--- config.mk ---
export PLATFORM = sky130hd
export DESIGN_NAME = mmu_exc_regs
export DESIGN_NICKNAME = d
export VERILOG_FILES = /design/src/rtl/mxr_pkg.sv /design/src/rtl/mxr_decode.sv /design/src/rtl/mxr_bank.sv /design/src/rtl/mxr_resp.sv /design/src/rtl/mmu_exc_regs.sv
export SDC_FILE = /design/constraint.sdc
export NUM_CORES = 1
export LEC_CHECK = 0
export BUFFER_PORTS_ARGS = -buffer_cell sky130_fd_sc_hd__buf_2
export CORE_MARGIN = 1.5
export CORE_UTILIZATION = 45
export CTS_BUF_LIST = sky130_fd_sc_hd__clkbuf_8
export DETAILED_ROUTE_END_ITERATION = 7
export PLACE_DENSITY = 0.64
export SLEW_MARGIN = 20
export SYNTH_ARGS = -nofsm -noshare
export SYNTH_HDL_FRONTEND = slang
export SYNTH_SLANG_ARGS = --single-unit
--- constraint.sdc ---
create_clock -name clk -period 3.1 [get_ports clk]
set_input_delay 0.93 -clock clk [delete_from_list [all_inputs] [get_ports clk]]
set_output_delay 0.93 -clock clk [all_outputs]
set_load 0.05 [all_outputs]
--- src/rtl/mxr_pkg.sv ---
// Package: shared constants for the MMU/exception register block.
// Assumes a word-spaced register map starting at offset 0.
package mxr_pkg;
    localparam int NREG  = 9;
    localparam int IDX_W = $clog2(NREG);

    // Register word indices (byte offset = index * 4)
    localparam int IDX_CTRL  = 0;
    localparam int IDX_PTEH  = 1;
    localparam int IDX_PTEL  = 2;
    localparam int IDX_PTEA  = 3;
    localparam int IDX_TBASE = 4;
    localparam int IDX_EXCA  = 5;
    localparam int IDX_TRAP  = 6;
    localparam int IDX_EXPEV = 7;
    localparam int IDX_INTEV = 8;

    // Access width codes
    localparam logic [1:0] SZ_BYTE = 2'd0;
    localparam logic [1:0] SZ_HALF = 2'd1;
    localparam logic [1:0] SZ_WORD = 2'd2;
endpackage

--- src/rtl/mxr_decode.sv ---
// Module: address/width decoder.
// Maps a byte offset to a register index and reports whether the offset is
// word aligned and inside the map. Purely combinational.
module mxr_decode
    import mxr_pkg::*;
#(
    parameter int ADDR_W = 8
) (
    input  logic [ADDR_W-1:0] addr,
    input  logic [1:0]        size,
    output logic              hit,
    output logic              size_ok,
    output logic [IDX_W-1:0]  idx
);
    localparam int WORD_W = ADDR_W - 2;

    logic [WORD_W-1:0] word;

    // Split the offset into word index and byte lane, then range-check
    always_comb begin
        word    = addr[ADDR_W-1:2];
        hit     = (addr[1:0] == 2'b00) && (int'(word) < NREG);
        size_ok = (size == SZ_WORD);
        idx     = word[IDX_W-1:0];
    end
endmodule

--- src/rtl/mxr_bank.sv ---
// Module: register bank.
// Holds the nine registers; each keeps only its legal bits on write.
// Assumes wr_en is asserted only for a legal, decoded 32-bit write.
module mxr_bank
    import mxr_pkg::*;
#(
    parameter int DATA_W   = 32,
    parameter int ASID_W   = 8,
    parameter int EVT_W    = 11,
    parameter int ASSIST_W = 4,
    parameter int INV_BIT  = 2
) (
    input  logic              clk,
    input  logic              rst_n,
    input  logic              wr_en,
    input  logic [IDX_W-1:0]  idx,
    input  logic [DATA_W-1:0] wdata,
    output logic [DATA_W-1:0] rd_data,
    output logic [ASID_W-1:0] asid_q
);
    // Bits each register keeps on write
    function automatic logic [DATA_W-1:0] keep_for(int i);
        logic [DATA_W-1:0] m;
        m = '1;
        case (i)
            IDX_CTRL:  m[INV_BIT] = 1'b0;
            IDX_PTEA:  m = (DATA_W'(1) << ASSIST_W) - DATA_W'(1);
            IDX_TRAP,
            IDX_EXPEV,
            IDX_INTEV: m = (DATA_W'(1) << EVT_W) - DATA_W'(1);
            default:   m = '1;
        endcase
        return m;
    endfunction

    logic [DATA_W-1:0] q_vec [NREG];

    for (genvar g = 0; g < NREG; g++) begin : g_reg
        localparam logic [DATA_W-1:0] KEEP = keep_for(g);
        logic [DATA_W-1:0] q;

        // Store the masked write data when this register is selected
        always_ff @(posedge clk) begin
            if (!rst_n) begin
                q <= '0;
            end else if (wr_en && (idx == IDX_W'(g))) begin
                q <= wdata & KEEP;
            end
        end

        assign q_vec[g] = q;
    end

    // Read multiplexer; unknown indices read as zero
    always_comb begin
        rd_data = '0;
        for (int i = 0; i < NREG; i++) begin
            if (idx == IDX_W'(i)) rd_data = q_vec[i];
        end
    end

    assign asid_q = q_vec[IDX_PTEH][ASID_W-1:0];
endmodule

--- src/rtl/mxr_resp.sv ---
// Module: response and side-effect pulse stage.
// Registers the bus response and the two TLB pulses, so each appears in the
// cycle after the request. Assumes the requests arrive at most one per cycle.
module mxr_resp #(
    parameter int DATA_W = 32
) (
    input  logic              clk,
    input  logic              rst_n,
    input  logic              req_valid,
    input  logic              req_write,
    input  logic              legal,
    input  logic [DATA_W-1:0] rd_data,
    input  logic              inval_req,
    input  logic              flush_req,
    output logic              rsp_valid,
    output logic              rsp_err,
    output logic [DATA_W-1:0] rsp_rdata,
    output logic              tlb_inval,
    output logic              tlb_flush
);
    // Capture response fields and one-cycle pulses
    always_ff @(posedge clk) begin
        if (!rst_n) begin
            rsp_valid <= 1'b0;
            rsp_err   <= 1'b0;
            rsp_rdata <= '0;
            tlb_inval <= 1'b0;
            tlb_flush <= 1'b0;
        end else begin
            rsp_valid <= req_valid;
            rsp_err   <= req_valid && !legal;
            rsp_rdata <= (req_valid && !req_write && legal) ? rd_data : '0;
            tlb_inval <= inval_req;
            tlb_flush <= flush_req;
        end
    end
endmodule

--- src/rtl/mmu_exc_regs.sv ---
// Module: top of the MMU/exception register block.
// Decodes 32-bit register-bus requests, updates the register bank and
// produces TLB invalidate/flush pulses. Assumes one request per cycle and a
// synchronous active-low reset.
module mmu_exc_regs
    import mxr_pkg::*;
#(
    parameter int ADDR_W   = 8,
    parameter int DATA_W   = 32,
    parameter int ASID_W   = 8,
    parameter int EVT_W    = 11,
    parameter int ASSIST_W = 4,
    parameter int INV_BIT  = 2
) (
    input  logic              clk,
    input  logic              rst_n,
    input  logic              req_valid,
    input  logic              req_write,
    input  logic [ADDR_W-1:0] req_addr,
    input  logic [1:0]        req_size,
    input  logic [DATA_W-1:0] req_wdata,
    output logic              rsp_valid,
    output logic              rsp_err,
    output logic [DATA_W-1:0] rsp_rdata,
    output logic              tlb_inval,
    output logic              tlb_flush
);
    logic              hit;
    logic              size_ok;
    logic [IDX_W-1:0]  idx;
    logic              legal;
    logic              wr_ok;
    logic [DATA_W-1:0] rd_data;
    logic [ASID_W-1:0] asid_q;
    logic              inval_req;
    logic              flush_req;

    mxr_decode #(.ADDR_W(ADDR_W)) u_decode (
        .addr    (req_addr),
        .size    (req_size),
        .hit     (hit),
        .size_ok (size_ok),
        .idx     (idx)
    );

    // Qualify the request and derive the side-effect requests
    always_comb begin
        legal     = hit && size_ok;
        wr_ok     = req_valid && req_write && legal;
        inval_req = wr_ok && (idx == IDX_W'(IDX_CTRL)) && req_wdata[INV_BIT];
        flush_req = wr_ok && (idx == IDX_W'(IDX_PTEH))
                    && (req_wdata[ASID_W-1:0] != asid_q);
    end

    mxr_bank #(
        .DATA_W   (DATA_W),
        .ASID_W   (ASID_W),
        .EVT_W    (EVT_W),
        .ASSIST_W (ASSIST_W),
        .INV_BIT  (INV_BIT)
    ) u_bank (
        .clk     (clk),
        .rst_n   (rst_n),
        .wr_en   (wr_ok),
        .idx     (idx),
        .wdata   (req_wdata),
        .rd_data (rd_data),
        .asid_q  (asid_q)
    );

    mxr_resp #(.DATA_W(DATA_W)) u_resp (
        .clk       (clk),
        .rst_n     (rst_n),
        .req_valid (req_valid),
        .req_write (req_write),
        .legal     (legal),
        .rd_data   (rd_data),
        .inval_req (inval_req),
        .flush_req (flush_req),
        .rsp_valid (rsp_valid),
        .rsp_err   (rsp_err),
        .rsp_rdata (rsp_rdata),
        .tlb_inval (tlb_inval),
        .tlb_flush (tlb_flush)
    );
endmodule

---- After elaboration in Yosys (flattened, before gate mapping) ----
Index checks and enable logic that the tools add are counted.
operators by class
  magnitude comparators ................... 1
  equality and inequality tests ........... 10
  muxes and demuxes ....................... 9
  bitwise gates (word level) .............. 1
  reduce and logical (&&, ||, !) cells .... 24
operator list
  operator              number
  $mux W32              6
  $mux W11              3
  $logic_and A1 B1 Y1   18
  $eq A4 B3 Y1 const B  4
  $eq A4 B2 Y1 const B  2
  $ne A8 B8 Y1          1
  $lt A6 B4 Y1 const B  1
  $eq A4 B1 Y1 const B  1
  $eq A4 B4 Y1 const B  1
  $logic_not A4 Y1      1
  $reduce_or A4 Y1      1
  $eq A2 B2 Y1 const B  1
  $logic_not A1 Y1      2
  $logic_not A2 Y1      1
  $reduce_and A2 Y1     1
  $not A1 Y1            1
storage, ports and cells
  bits in registers ....................... 232
  output and inout port bits .............. 36
  logic and storage cells ................. 60

---- Depth between registers and ports, before layout ----
  depth after elaboration ................. 10
  mapped depth ............................ 7
  gate-level depth less buffers ........... 4

---- Cells and area by module ----
From an unflattened synthesis, not the netlist that was laid out.
unflattened totals
  cell total of the unflattened synthesis .. 1,229
  area total of the unflattened synthesis .. 10,458.8 um^2
by module, submodules not included
  module        times used  cells an instance  area an instance (um^2)  sequential area each (um^2)
  mxr_bank      1           1,129              9,266.4                  3,923.8
  mxr_resp      1           76                 1,002.2                  720.7
  mmu_exc_regs  1           16                 131.4                    0.0
  mxr_decode    1           8                  58.8                     0.0

---- Worst setup path after synthesis ----
OpenSTA, ideal clock, no wires.
  path kind ............................... input port to flip-flop
  start ................................... in req_addr[5]
  end ..................................... reg u_bank.g_reg[2].q[2]
  setup time .............................. 0.116 ns
  arrival time ............................ 2.253 ns
  data required time ...................... 2.984 ns
  slack ................................... 0.730 ns
  stages .................................. 5
  path buffers ............................ 2
  path through ............................ buf_2 nor4b_4 nand4_2 clkbuf_1 a31o_2
between the ends
  longest elaborated chain between the ends .. 5
  elaborated cells between the ends (all ways) .. 6
  classes of those cells .................. 1 x order compare; 1 x eq/ne; 4 x reduce/logical
RTL lines
  element                RTL line            RTL
  start, declared        mmu_exc_regs.sv:19  input logic [ADDR_W-1:0] req_addr,
  $lt A6 B4 Y1           mxr_decode.sv:22    hit = (addr[1:0] == 2'b00) && (int'(word) < NREG);
  $logic_and A1 B1 Y1    mxr_decode.sv:22
  $logic_and A1 B1 Y1    mmu_exc_regs.sv:48  legal = hit && size_ok;
  $logic_and A1 B1 Y1    mmu_exc_regs.sv:49  wr_ok = req_valid && req_write && legal;
  $logic_and A1 B1 Y1 *  mxr_bank.sv:46      end else if (wr_en && (idx == IDX_W'(g))) begin
  end signal, assigned   mxr_bank.sv:47      q <= wdata & KEEP;
  end, declared          mxr_bank.sv:40      logic [DATA_W-1:0] q;
Every way passes the cells marked *; elsewhere a longest branch is shown, timed or not.
A chain may end at the register's enable or synchronous reset.

---- Worst setup path after layout ----
  start ................................... in req_addr[7]
  end ..................................... reg u_resp.rsp_rdata[0]
between the ends
  longest elaborated chain between the ends .. 5
RTL lines
  element                      RTL line            RTL
  $lt A6 B4 Y1                 mxr_decode.sv:22
  $logic_and A1 B1 Y1          mxr_decode.sv:22
  $logic_and A1 B1 Y1          mmu_exc_regs.sv:48
  $logic_and A1 B1 Y1          mxr_resp.sv:32      rsp_rdata <= (req_valid && !req_write && legal) ? rd_data : '0;
  $reduce_and A2 Y1 (no line)  -
  end signal, assigned         mxr_resp.sv:32
  end, declared                mxr_resp.sv:17      output logic [DATA_W-1:0] rsp_rdata,
No other way between the ends.

==> run summary <==
status: finished clean
Starting Density: 45.9%
GRT Util Overall: 21.3%
routed len/inst: 17.1 µm
Syn Std Cell Area: 9330 µm²
critical path class: in -> reg
Worst Path Max Fanout: 10
1st-pass router iterations: 5
CTS Hold Bufs: 0
RSZ-0062 raised after global routing: no
sequential area share after synthesis: 49.8%
Port-buffer cells: 81
crit path time final: 2.27 ns
initial antenna violation count: 0
crit share post-route: 73.1%
vias per std cell: 5.60
number of global-route vias before repair: 7,223
Yosys cell types: 48
Final Max Slew Viols: 0
area of the multi-input gates: 4230 µm²
Syn Nets: 1,028
register bit total from synthesis: 232
final number of hold-violating endpoints: 0
Worst path slowest cell: nor4b_4
DP Cell Count: 1,267
Max clock buf depth: 3
final setup TNS: 0 ns
yosys warns: 0
CP cell instances: buf_2 > nor4b_4 > nand2_1 > nor4_4 > a22o_2
Reg clk slew, reported paths: 0.07 ns
Area after DPL: 9960 µm²
fill count: 1,936
Layout Nets: 1,085
Peak VDD IR: 0.266 mV
Boundary Pins: 82
share of cells above drive strength 1: 24.4%
Worst setup EP type: register
RD Place Congestion: 0.771
clk root buf: clkbuf_8
sequential cell area: 4640 µm²
worst slew pin tran: 0.673 ns
largest net degree at the start of global routing: 76
Clk Latency, worst-skew pair: 0.53 ns
Die Y: 147 µm
cts repair resizes: 0
# setup viols final: 0
Routed Antenna Nets: 0
Hold Crit Class: reg -> reg
Post-synth EDFFs: 0
cells after synthesis: 982
Syn-to-layout area delta: 15.1%
routed via count: 7,494
slew margin rel.: 55.1%
Die Area: 21,600 µm²
Post-CTS Setup Repair Bufs: 0
final instance area: 10,700 µm²
Num CTS Buffers: 40
first-pass GRT wire length: 37,400 µm
antenna cells: 0
fin cells: 1,339
num rows: 52
prevailing post-synth register cell: dfxtp_1
Max Freq: 441 MHz
most common cell after layout, fill and taps aside: dfxtp_1
CTS tree: yes
H-tree levels: 2
PD cells: 551 nW/µm²
die width: 147 µm
MaxCap Viol Count: 0
Pleak: 4.31 nW
Final HPWL DP: 14,100 µm
core outline area: 20,300 µm²
GRT Residual Overflow: 0
Worst path max stage delay: 0.63 ns
Critical Path Source Type: input port
final WL: 22,900 µm
1st-iter DRT viols: 556
WP data required: 3.58 ns
asr flop ratio synth: 0%
Avg Cell Area, Syn: 9.50 µm²
clk sink count: 232
Critical Path AT: 2.74 ns
Setup Skew: 0.0144 ns
# DRC: 0
most frequent cells in the layout: dfxtp_1, nand3_1, o21ai_0, nor2_1, buf_2
## power breakdown
part	switching [W]	internal [W]	leakage [nW]
clock network	0.00123	0.00141	0.458
logic	0.000203	0.0000847	1.98
registers	0.000000511	0.00298	1.87
## sequential cells by signal (all words and copies together) (netlist names)
name and cells:
u_bank.g.q 196, u_resp.rsp_rdata 32, u_resp.rsp_err 1, u_resp.tlb_flush 1, u_resp.tlb_inval 1, u_resp.rsp_valid 1
## worst max-delay path, delay by kind of cell
family,cells,cell delay [ns]
AOI/OAI and AO/OA,1,0.25
buffers and inverters,1,0.11
and+or+nand+nor,3,1.45
## final timing paths
check / cells past startpoint / slack [ns] / start / end
worst min register to register: 2 / 0.46 / u_bank.g_reg[3].q[2] / u_bank.g_reg[3].q[2]
worst max register to register: 3 / 1.69 / u_bank.g_reg[1].q[0] / u_resp.rsp_rdata[0]
worst max-delay path: 5 / 0.83 / req_addr[7] / u_resp.rsp_rdata[0]
worst min-delay path: 2 / 0.46 / u_bank.g_reg[3].q[2] / u_bank.g_reg[3].q[2]
## cell usage after synthesis, drive strengths merged, types with 2 or more instances
master   count  area (µm²)
a211oi       8        60.1
dfxtp      232        4640
nand4        9        81.3
xnor2        8        70.1
and3         2        13.8
a31o        72         631
inv          9        33.8
nor4         2        27.5
a32oi        7        61.3
o21ai      100         500
nand2b       3        18.8
o221ai      10        87.6
a32o         9        90.1
a222oi      21         210
nor2b       11        68.8
buf         32         165
nor2        98         370
mux2         2        22.5
a21oi        2        10.0
nor4b        4        77.6
and4b        2        21.3
mux4         4        90.1
nand3      102         510
nand2       74         278
o2bb2ai     21         184
mux2i       65         651
clkbuf      61         249
and2         2        12.5
## area by class of cell
class	count	area share, %
Multi-Input combinational cell	647	39.4
Tap cell	270	3.15
Sequential cell	232	43.3
Inverter	9	0.315
Clock inverter	24	1.04
Clock buffer	48	6.15
Timing Repair Buffer	109	6.63
## per-stage QoR
step	worst slack (ns)	hold slack, ns	power, W	utilization, %
floorplan	0.730	0.435	0.00323	-
global placement	0.360	0.445	0.00334	49.1
detailed placement	0.305	0.453	0.00333	49.1
CTS	0.862	0.460	0.00597	52.9
global route	0.770	0.480	0.00614	52.9
finish	0.834	0.460	0.00591	52.9
## per-layer routing
layer  vias up  wire (µm)  global-route usage [%]
met5         -          0                       0
met3        39       1180                    4.13
met2       180      10400                    34.2
li1       3716          -                       -
met4         0        430                    7.10
met1      3559      11000                    28.7
## kinds of logic after synthesis
kind of cell,Yosys count,synth area share [%]
muxes,71,8.18
DFF,232,49.8
buffers and inverters,103,4.94
and+or+nand+nor,314,16.3
xor gates and xnor gates,8,0.751
AOI/OAI and AO/OA,254,20.0
No activity file was read; power rests on OpenSTA's default activity.
